$ cat src/rtl/fidr_pkg.sv
package fidr_pkg;
  localparam int NSRC  = 7;
  localparam int NDMA  = 4;
  localparam int ADR_W = 2;

  localparam int SRC_CMD_OK  = 0;
  localparam int SRC_CMD_ERR = 1;
  localparam int SRC_FIFOERR = 2;
  localparam int SRC_BUSBUSY = 3;
  localparam int SRC_M_WM    = 4;
  localparam int SRC_S_WM    = 5;
  localparam int SRC_SLVREQ  = 6;

  localparam logic [ADR_W-1:0] ADR_MASK = 2'd0;
  localparam logic [ADR_W-1:0] ADR_RAW  = 2'd1;
  localparam logic [ADR_W-1:0] ADR_MSKD = 2'd2;
  localparam logic [ADR_W-1:0] ADR_DMA  = 2'd3;

  typedef logic [NSRC-1:0] src_vec_t;
endpackage

$ cat src/rtl/fidr_fifo_side.sv
module fidr_fifo_side #(
  parameter int DEPTH     = 16,
  parameter int LVL_W     = 5,
  parameter int WM_W      = 4,
  parameter int SINGLE_TH = 1,
  parameter int BURST_TH  = 4
) (
  input  logic             clk,
  input  logic             rst,
  input  logic [LVL_W-1:0] level,
  input  logic             dir_rx,
  input  logic [WM_W-1:0]  wm,
  input  logic             ovf_evt,
  input  logic             udr_evt,
  input  logic             clr,
  input  logic             en_single,
  input  logic             en_burst,
  output logic             wm_req,
  output logic             err_evt,
  output logic             dma_single,
  output logic             dma_burst,
  output logic             ovf_flag,
  output logic             udr_flag
);
  localparam logic [LVL_W-1:0] DEPTH_L  = LVL_W'(DEPTH);
  localparam logic [LVL_W-1:0] SINGLE_L = LVL_W'(SINGLE_TH);
  localparam logic [LVL_W-1:0] BURST_L  = LVL_W'(BURST_TH);

  logic [LVL_W-1:0] lvl_c;
  logic [LVL_W-1:0] free_c;
  logic [LVL_W-1:0] wm_x;
  logic [LVL_W-1:0] occ_sel;

  always_comb begin
    lvl_c   = (level > DEPTH_L) ? DEPTH_L : level;
    free_c  = DEPTH_L - lvl_c;
    wm_x    = LVL_W'(wm);
    wm_req  = dir_rx ? (lvl_c > wm_x) : (lvl_c < wm_x);
    occ_sel = dir_rx ? lvl_c : free_c;
    err_evt = ovf_evt | udr_evt;
  end

  always_ff @(posedge clk) begin
    if (rst) begin
      dma_single <= 1'b0;
      dma_burst  <= 1'b0;
    end else begin
      dma_single <= en_single & (occ_sel > SINGLE_L);
      dma_burst  <= en_burst  & (occ_sel > BURST_L);
    end
  end

  always_ff @(posedge clk) begin
    if (rst || clr) begin
      ovf_flag <= 1'b0;
      udr_flag <= 1'b0;
    end else begin
      if (ovf_evt) ovf_flag <= 1'b1;
      if (udr_evt) udr_flag <= 1'b1;
    end
  end
endmodule

$ cat src/rtl/fidr_irq_regs.sv
module fidr_irq_regs
  import fidr_pkg::*;
#(
  parameter int NS = NSRC,
  parameter int ND = NDMA,
  parameter int AW = ADR_W
) (
  input  logic          clk,
  input  logic          rst,
  input  logic [NS-1:0] src_set,
  input  logic          reg_wr,
  input  logic [AW-1:0] reg_addr,
  input  logic [NS-1:0] reg_wdata,
  output logic [NS-1:0] raw,
  output logic [NS-1:0] mask,
  output logic [ND-1:0] dma_en,
  output logic [NS-1:0] rdata
);
  logic [NS-1:0] raw_q, raw_d, mask_q, mask_d, rise, w1c;
  logic [ND-1:0] dma_en_q, dma_en_d;
  logic [NS-1:0] rd_mux;

  always_comb begin
    mask_d   = (reg_wr && reg_addr == ADR_MASK) ? reg_wdata : mask_q;
    rise     = mask_d & ~mask_q;
    w1c      = (reg_wr && reg_addr == ADR_RAW) ? reg_wdata : '0;
    raw_d    = (raw_q & ~w1c & ~rise) | src_set;
    dma_en_d = (reg_wr && reg_addr == ADR_DMA) ? reg_wdata[ND-1:0] : dma_en_q;
    unique case (reg_addr)
      ADR_MASK: rd_mux = mask_q;
      ADR_RAW:  rd_mux = raw_q;
      ADR_MSKD: rd_mux = raw_q & mask_q;
      default:  rd_mux = NS'(dma_en_q);
    endcase
  end

  always_ff @(posedge clk) begin
    if (rst) begin
      raw_q    <= '0;
      mask_q   <= '0;
      dma_en_q <= '0;
      rdata    <= '0;
    end else begin
      raw_q    <= raw_d;
      mask_q   <= mask_d;
      dma_en_q <= dma_en_d;
      rdata    <= rd_mux;
    end
  end

  assign raw    = raw_q;
  assign mask   = mask_q;
  assign dma_en = dma_en_q;
endmodule

$ cat src/rtl/fifo_irq_dma_req.sv
module fifo_irq_dma_req
  import fidr_pkg::*;
#(
  parameter int DEPTH     = 16,
  parameter int WM_W      = 4,
  parameter int SINGLE_TH = 1,
  parameter int BURST_TH  = 4,
  localparam int LVL_W    = $clog2(DEPTH + 1)
) (
  input  logic             clk,
  input  logic             rst,
  input  logic             evt_cmd_ok,
  input  logic             evt_cmd_err,
  input  logic             evt_bus_busy,
  input  logic             evt_slv_req,
  input  logic [LVL_W-1:0] m_level,
  input  logic             m_dir_rx,
  input  logic [WM_W-1:0]  m_wm,
  input  logic             m_ovf_evt,
  input  logic             m_udr_evt,
  input  logic             m_clr,
  input  logic [LVL_W-1:0] s_level,
  input  logic             s_dir_rx,
  input  logic [WM_W-1:0]  s_wm,
  input  logic             s_ovf_evt,
  input  logic             s_udr_evt,
  input  logic             s_clr,
  input  logic             reg_wr,
  input  logic [ADR_W-1:0] reg_addr,
  input  logic [NSRC-1:0]  reg_wdata,
  output logic [NSRC-1:0]  reg_rdata,
  output logic             irq,
  output logic             m_dma_single,
  output logic             m_dma_burst,
  output logic             s_dma_single,
  output logic             s_dma_burst,
  output logic             m_ovf,
  output logic             m_udr,
  output logic             s_ovf,
  output logic             s_udr
);
  localparam int NSIDE = 2;

  logic [LVL_W-1:0] lvl_a [NSIDE];
  logic [WM_W-1:0]  wm_a  [NSIDE];
  logic [NSIDE-1:0] dir_a, ovfe_a, udre_a, clr_a;
  logic [NSIDE-1:0] wmreq_a, erre_a, dsing_a, dbur_a, ovf_a, udr_a;
  logic [NSRC-1:0]  src_set, raw_w, mask_w;
  logic [NDMA-1:0]  dma_en_w;

  always_comb begin
    lvl_a[0] = m_level;  lvl_a[1] = s_level;
    wm_a[0]  = m_wm;     wm_a[1]  = s_wm;
    dir_a    = {s_dir_rx,  m_dir_rx};
    ovfe_a   = {s_ovf_evt, m_ovf_evt};
    udre_a   = {s_udr_evt, m_udr_evt};
    clr_a    = {s_clr,     m_clr};
  end

  for (genvar g = 0; g < NSIDE; g++) begin : g_side
    fidr_fifo_side #(
      .DEPTH(DEPTH), .LVL_W(LVL_W), .WM_W(WM_W),
      .SINGLE_TH(SINGLE_TH), .BURST_TH(BURST_TH)
    ) u_side (
      .clk(clk), .rst(rst),
      .level(lvl_a[g]), .dir_rx(dir_a[g]), .wm(wm_a[g]),
      .ovf_evt(ovfe_a[g]), .udr_evt(udre_a[g]), .clr(clr_a[g]),
      .en_single(dma_en_w[2*g]), .en_burst(dma_en_w[2*g+1]),
      .wm_req(wmreq_a[g]), .err_evt(erre_a[g]),
      .dma_single(dsing_a[g]), .dma_burst(dbur_a[g]),
      .ovf_flag(ovf_a[g]), .udr_flag(udr_a[g])
    );
  end

  always_comb begin
    src_set = '0;
    src_set[SRC_CMD_OK]  = evt_cmd_ok;
    src_set[SRC_CMD_ERR] = evt_cmd_err;
    src_set[SRC_FIFOERR] = |erre_a;
    src_set[SRC_BUSBUSY] = evt_bus_busy;
    src_set[SRC_M_WM]    = wmreq_a[0];
    src_set[SRC_S_WM]    = wmreq_a[1];
    src_set[SRC_SLVREQ]  = evt_slv_req;
  end

  fidr_irq_regs u_regs (
    .clk(clk), .rst(rst), .src_set(src_set),
    .reg_wr(reg_wr), .reg_addr(reg_addr), .reg_wdata(reg_wdata),
    .raw(raw_w), .mask(mask_w), .dma_en(dma_en_w), .rdata(reg_rdata)
  );

  always_ff @(posedge clk) begin
    if (rst) irq <= 1'b0;
    else     irq <= |(raw_w & mask_w);
  end

  assign m_dma_single = dsing_a[0];
  assign m_dma_burst  = dbur_a[0];
  assign s_dma_single = dsing_a[1];
  assign s_dma_burst  = dbur_a[1];
  assign m_ovf = ovf_a[0];
  assign m_udr = udr_a[0];
  assign s_ovf = ovf_a[1];
  assign s_udr = udr_a[1];
endmodule

$ cat config.mk
export PLATFORM = sky130hd
export DESIGN_NAME = fifo_irq_dma_req
export DESIGN_NICKNAME = d
export VERILOG_FILES = /design/src/rtl/fidr_pkg.sv /design/src/rtl/fidr_fifo_side.sv /design/src/rtl/fidr_irq_regs.sv /design/src/rtl/fifo_irq_dma_req.sv
export SDC_FILE = /design/constraint.sdc
export NUM_CORES = 1
export LEC_CHECK = 0
export ABC_AREA = 1
export ABC_CLOCK_PERIOD_IN_PS = 2800
export BUFFER_PORTS_ARGS = -buffer_cell sky130_fd_sc_hd__clkbuf_2
export CORE_UTILIZATION = 30
export DETAILED_ROUTE_END_ITERATION = 8
export GPL_TIMING_DRIVEN = 0
export SYNTH_ARGS = -nofsm -noshare
export SYNTH_HDL_FRONTEND = slang
export SYNTH_SLANG_ARGS = --single-unit
$ cat constraint.sdc
create_clock -name clk -period 2.8 [get_ports clk]
set_clock_uncertainty 0.2 [all_clocks]
set_input_delay 0.28 -clock clk [delete_from_list [all_inputs] [get_ports clk]]
set_output_delay 0.28 -clock clk [all_outputs]
set_load 0.02 [all_outputs]
Word level (Yosys, flattened, before mapping) --
Cells that the tools add are included.
Word-level totals: output and inout port bits 16, logic and storage cells 59, bits in registers 34, bits of input ports 42
Cells by class: order comparisons 10, muxes and demuxes 9, eq/ne operators 3, reductions and logical operators 8, $add $sub $neg 2, bitwise logic cells 14
Operator list (count):
- AND 7 bit | 4
- NOT 7 bit | 3
- case mux 7 bit (3 select lines) | 1
- 2-to-1 mux 5 bit | 4
- 2-to-1 mux 7 bit | 2
- greater-than comparator 5 x 1 -> 1 bit, second input constant | 2
- greater-than comparator 5 x 3 -> 1 bit, second input constant | 2
- greater-than comparator 5 x 4 -> 1 bit | 2
- greater-than comparator 5 bit, second input constant | 2
- < comparator 5 x 4 -> 1 bit | 2
- subtractor 5 bit, first input constant | 2
- bitwise OR 7 bit | 1
- OR reduction 7 bit | 1
- AND 1 bit | 4
- == test 2 bit, second input constant | 2
- logical AND 1 bit | 3
- == test 2 x 1 -> 1 bit, second input constant | 1
- zero test 2 bit | 1
- logical OR 1 bit | 2
- 2-to-1 mux 1 bit | 2
- bitwise OR 1 bit | 2
- OR reduction 2 bit | 1

Depth between registers and ports, before layout --
depth after elaboration 7, gate-level depth with buffers 14, gate-level depth less buffers 14

Cells and area by module --
Synthesis repeated with hierarchy kept, for this count alone.
Second synthesis, totals: cells, all modules 277, area total of the unflattened synthesis 1929.4 sq um
Modules (own cells, without submodules):
- fidr_irq_regs | times used 1, area each 1082.3 sq um, cells each 133, seq. area each 500.5 sq um
- fidr_fifo_side | times used 2, area each 381.6 sq um, cells each 64, seq. area each 80.1 sq um
- fifo_irq_dma_req | times used 1, area each 83.8 sq um, cells each 16, seq. area each 20.0 sq um

Worst setup path before layout --
Ideal clock, no wire load.
path kind in2reg, from input port s_level[2], to register u_regs.raw_q[5], in the netlist u_regs.raw[5], required time 2.491 ns, arrival time 1.341 ns, path slack 1.150 ns, cell stages on the path 14, library setup time 0.109 ns, path buffers 0, path through nor2_1 > nand2_1 > nand2_2 > nand2_1 > inv_2 > ha_1 > nand2_1 > inv_1 > nand4_1 > o211ai_1 > nand3_1 > nand3_1 > nand2_1 > inv_1
On the way: cells in the longest elaborated chain, start to end 5, elaborated cells between the ends (all ways) 6, classes of those cells 3 x order compare; 2 x mux; 1 x bitwise
RTL lines:
- from (decl) | RTL line fifo_irq_dma_req.sv:22 | input logic [LVL_W-1:0] s_level,
- greater-than comparator 5 bit | RTL line fidr_fifo_side.sv:35 | lvl_c = (level > DEPTH_L) ? DEPTH_L : level;
- 2-to-1 mux 5 bit * | RTL line fidr_fifo_side.sv:35
- < comparator 5 x 4 -> 1 bit / greater-than comparator 5 x 4 -> 1 bit (equally long branches) | RTL line fidr_fifo_side.sv:38 | wm_req = dir_rx ? (lvl_c > wm_x) : (lvl_c < wm_x);
- 2-to-1 mux 1 bit * | RTL line fidr_fifo_side.sv:38
- bitwise OR 7 bit * | RTL line fidr_irq_regs.sv:27 | raw_d = (raw_q & ~w1c & ~rise) | src_set;
- to (signal assigned) | RTL line fidr_irq_regs.sv:44 | raw_q <= raw_d;
- to (decl) | RTL line fidr_irq_regs.sv:19 | logic [NS-1:0] raw_q, raw_d, mask_q, mask_d, rise, w1c;
Mark *: on every way between the ends. The rest lies on a longest branch, timed or not. A chain may end at the register's enable or synchronous reset.

Worst setup path in the final report --
from input port m_level[2], to register u_regs.raw_q[4], in the netlist u_regs.raw[4]
On the way: cells in the longest elaborated chain, start to end 5, elaborated cells between the ends (all ways) 6, classes of those cells 3 x order compare; 2 x mux; 1 x bitwise
RTL lines:
- from (decl) | RTL line fifo_irq_dma_req.sv:16 | input logic [LVL_W-1:0] m_level,
- greater-than comparator 5 bit | RTL line fidr_fifo_side.sv:35
- 2-to-1 mux 5 bit * | RTL line fidr_fifo_side.sv:35
- < comparator 5 x 4 -> 1 bit / greater-than comparator 5 x 4 -> 1 bit (equally long branches) | RTL line fidr_fifo_side.sv:38
- 2-to-1 mux 1 bit * | RTL line fidr_fifo_side.sv:38
- bitwise OR 7 bit * | RTL line fidr_irq_regs.sv:27
Marks and branches as above.

==> flow_summary.yaml <==
route:
  wl_per_cell_um: 10.4
  ant_nets: 0
  vias: 1900
  routed_wl_um: 4320
  drc_errors: 0
  drt_iter0_markers: 75
  drt-pass1-iter-count: 4
  vias_per_cell: 4.59
clocking:
  cts_setup_buffers: 0
  cts_buffer_depth: 2
  numCtsBuffers: 5
  post_cts_resize_count: 0
  hold_buffers: 0
  clk_latency_ps: 280
  cts_max_level: 2
  clk_pin_slew_ps: 70
  cts_tree: "done"
  cts_root_buffer: "clkbuf_8"
  cts.sinks: 34
cells_and_area:
  drive_gt1_share_pct: 28.0
  mostFrequentLayoutCells: "nand2_1 (56), clkbuf_2 (56), nor2_1 (42)"
  finalNetCount: 388
  regArea_um2: 681
  fillers: 676
  area_growth_pct: 24.6
  final_cell_area_um2: 2360
  multi_input_comb_area_um2: 1010
  diodes: 0
logic_synthesis:
  syn_area_per_cell_um2: 6.89
  syn_area_um2: 1900
  ys_warn_count: 0
  synth_cell_types: 31
  ys_seq_area_share_pct: 35.9
  synth.net_count: 325
  syn_inst: 275
  ys_seq_elements: 34
floorplanning:
  die-area_um2: 6640
  rows: 28
  core_area_um2: 5990
  die_y_um: 81.5
  die_x_um: 81.5
  ios: 58
  start_util_pct: 31.6
worst_setup_path:
  cpMaxStageDelayCell: "ha_1"
  r2r-start: "u_regs.mask[1]$_SDFF_PP0_"
  crit_family: "simple AND/OR/NAND/NOR gates"
  worstRegToRegCells: 4
  reg2reg_setup_slack_ps: 1670
  worst-path-buf-inv: 4
  r2r_end: "irq$_SDFF_PP0_"
  path_class: "input pin to register"
  cp_cell_sequence: "clkbuf_2, nor2_1, nand2_1, nand2_2, nand2_2, inv_1, ha_1, nand2_1, inv_1, nand4_1, o211ai_1, nand3_1, nand3_1, nand2_1, inv_1"
  cp-end-kind: "register"
  cp.required_ps: 2840
  max_stage_delay_ps: 280
  cp.arrival_ps: 1630
  start_kind: "input pin"
  worstPathMaxFanout: 4
hold_path:
  hold_start: "evt_slv_req"
  min_to: "u_regs.raw[6]$_SDFF_PP0_"
  hold_depth: 3
  hp-class: "input pin to register"
pwr:
  pwr-share-seq_pct: 47.5
  intPower_uw: 793
  power_switching_uw: 313
  power_switching_share_pct: 28.3
  p_clk_share_pct: 33.0
  max-vdd-ir-drop_v: 0.000232
  pwr-share-comb_pct: 19.5
  power_density_nw_per_um2: 468
  leakage_uw: 0.00125
placed_design:
  placed_cell_area_um2: 2270
  dp_hpwl_um: 3530
  io_buffers: 56
  place_congestion: 0.810
grt:
  grt_util_all_layers_pct: 14.6
  grt_pass1_vias: 1777
  use_met1_pct: 18.5
  gr-total-overflow: 0
  busiest_layer: "met2"
  grt_use_met3_pct: 3.78
  grt_start_max_net_pins: 11
  use_met2_pct: 24.2
  antenna_found_initial: 0
  grt_pass1_wl_um: 7450
timing:
  setup_viol: 0
  rsz0062_at_grt: "no"
  worst_slew_pin_slew_ps: 465
  fin_tns_setup_ps: 0
  timing.final.crit_share_pct: 56.9
  timing.fmax_ghz: 0.627
  fin_crit_ps: 1590
  drv_slew: 0
  slew_headroom_pct: 69.0
  hold_viol: 0
run_status:
  outcome: "completed"
run:
  cap_violations: 0
synth_stat cells (all sizes together):
cell type | n | area [um^2]
ha | 8 | 100
nand2 | 67 | 284
buf | 2 | 12.5
or2 | 2 | 12.5
dfxtp | 34 | 681
o31ai | 3 | 22.5
o22ai | 1 | 6.26
inv | 49 | 184
a21oi | 18 | 90.1
nand3 | 17 | 85.1
clkbuf | 1 | 3.75
a41oi | 1 | 8.76
clkinv | 1 | 5.00
nor4 | 1 | 6.26
a31oi | 1 | 6.26
nor2 | 43 | 178
o2111ai | 2 | 17.5
nand3b | 1 | 7.51
o211ai | 6 | 65.1
o32ai | 1 | 8.76
o21ai | 6 | 30.0
a211oi | 5 | 47.5
xor2 | 1 | 8.76
nand4 | 4 | 25.0
sequential cells by signal, summed over array words and instances (netlist names):
register,cells
u_regs.raw,7
g_side.u_side.dma_single,2
g_side.u_side.udr_flag,2
u_regs.mask,7
u_regs.rdata,7
u_regs.dma_en,4
g_side.u_side.dma_burst,2
irq,1
g_side.u_side.ovf_flag,2
through the flow:
| step | power, uW | hold WS (ps) | std cells | worst slack [ps] | util, % |
|---|---|---|---|---|---|
| 6_report | 1110 | 10.8 | 414 | 1210 | 39.4 |
| 5_1_grt | 1180 | 16.5 | 414 | 983 | 39.4 |
| 4_1_cts | 1120 | 14.4 | 414 | 1200 | 39.4 |
| 3_5_place_dp | 753 | 243 | 406 | 901 | 37.9 |
| 3_3_place_gp | 749 | 239 | 406 | 925 | 37.9 |
| 2_1_floorplan | 673 | 209 | 275 | 1150 | - |
routing by layer:
metal  vias to the layer above  part of all wire (%)
li1                       1014                     -
met1                       840                    48
met2                        38                    46
met3                         8                   5.6
met4                         0                  0.79
met5                         -                     0
power groups by stage:
stage | Combinational, uW | Sequential, uW | Clock [uW]
finish | 216 | 525 | 365
global route | 248 | 527 | 403
detailed placement | 218 | 535 | 0
floorplan | 126 | 546 | 0
global placement | 215 | 535 | 0
CTS | 219 | 524 | 373
worst max-delay path by stage:
stage          startpoint  cells past startpoint  slack [ps]                  endpoint
6_report       m_level[2]                     15        1210  u_regs.raw[4]$_SDFF_PP0_
2_1_floorplan  s_level[2]                     14        1150  u_regs.raw[5]$_SDFF_PP0_
3_5_place_dp   s_level[0]                     15         900  u_regs.raw[5]$_SDFF_PP0_
3_3_place_gp   s_level[0]                     15         920  u_regs.raw[5]$_SDFF_PP0_
4_1_cts        s_level[0]                     15        1200  u_regs.raw[5]$_SDFF_PP0_
5_1_grt        s_level[0]                     15         980  u_regs.raw[5]$_SDFF_PP0_
kinds of logic (layout without fill, tap and decap cells):
group	count (synthesis)	count (layout)	share of synthesized area, %
xor+xnor	1	1	0.462
buf+inv	53	117	10.8
flops	34	34	35.9
simple gates	135	135	31.6
compound gates	44	44	16.0
fa+ha+maj	8	8	5.28
final cells by class:
cell class	count	area share, %
flip-flops and latches	34	28.8
inverters	50	8.00
well taps	75	3.97
clock inverters	1	0.212
clock buffers	7	3.66
multi-input cells	188	42.8
plain buffers	3	0.689
repair buffers	56	11.9
worst min-delay path, delay by kind of cell:
family,cells,cell delay [ps]
compound gates,1,50
buf+inv,2,120
(Power assumes the default switching activity.)
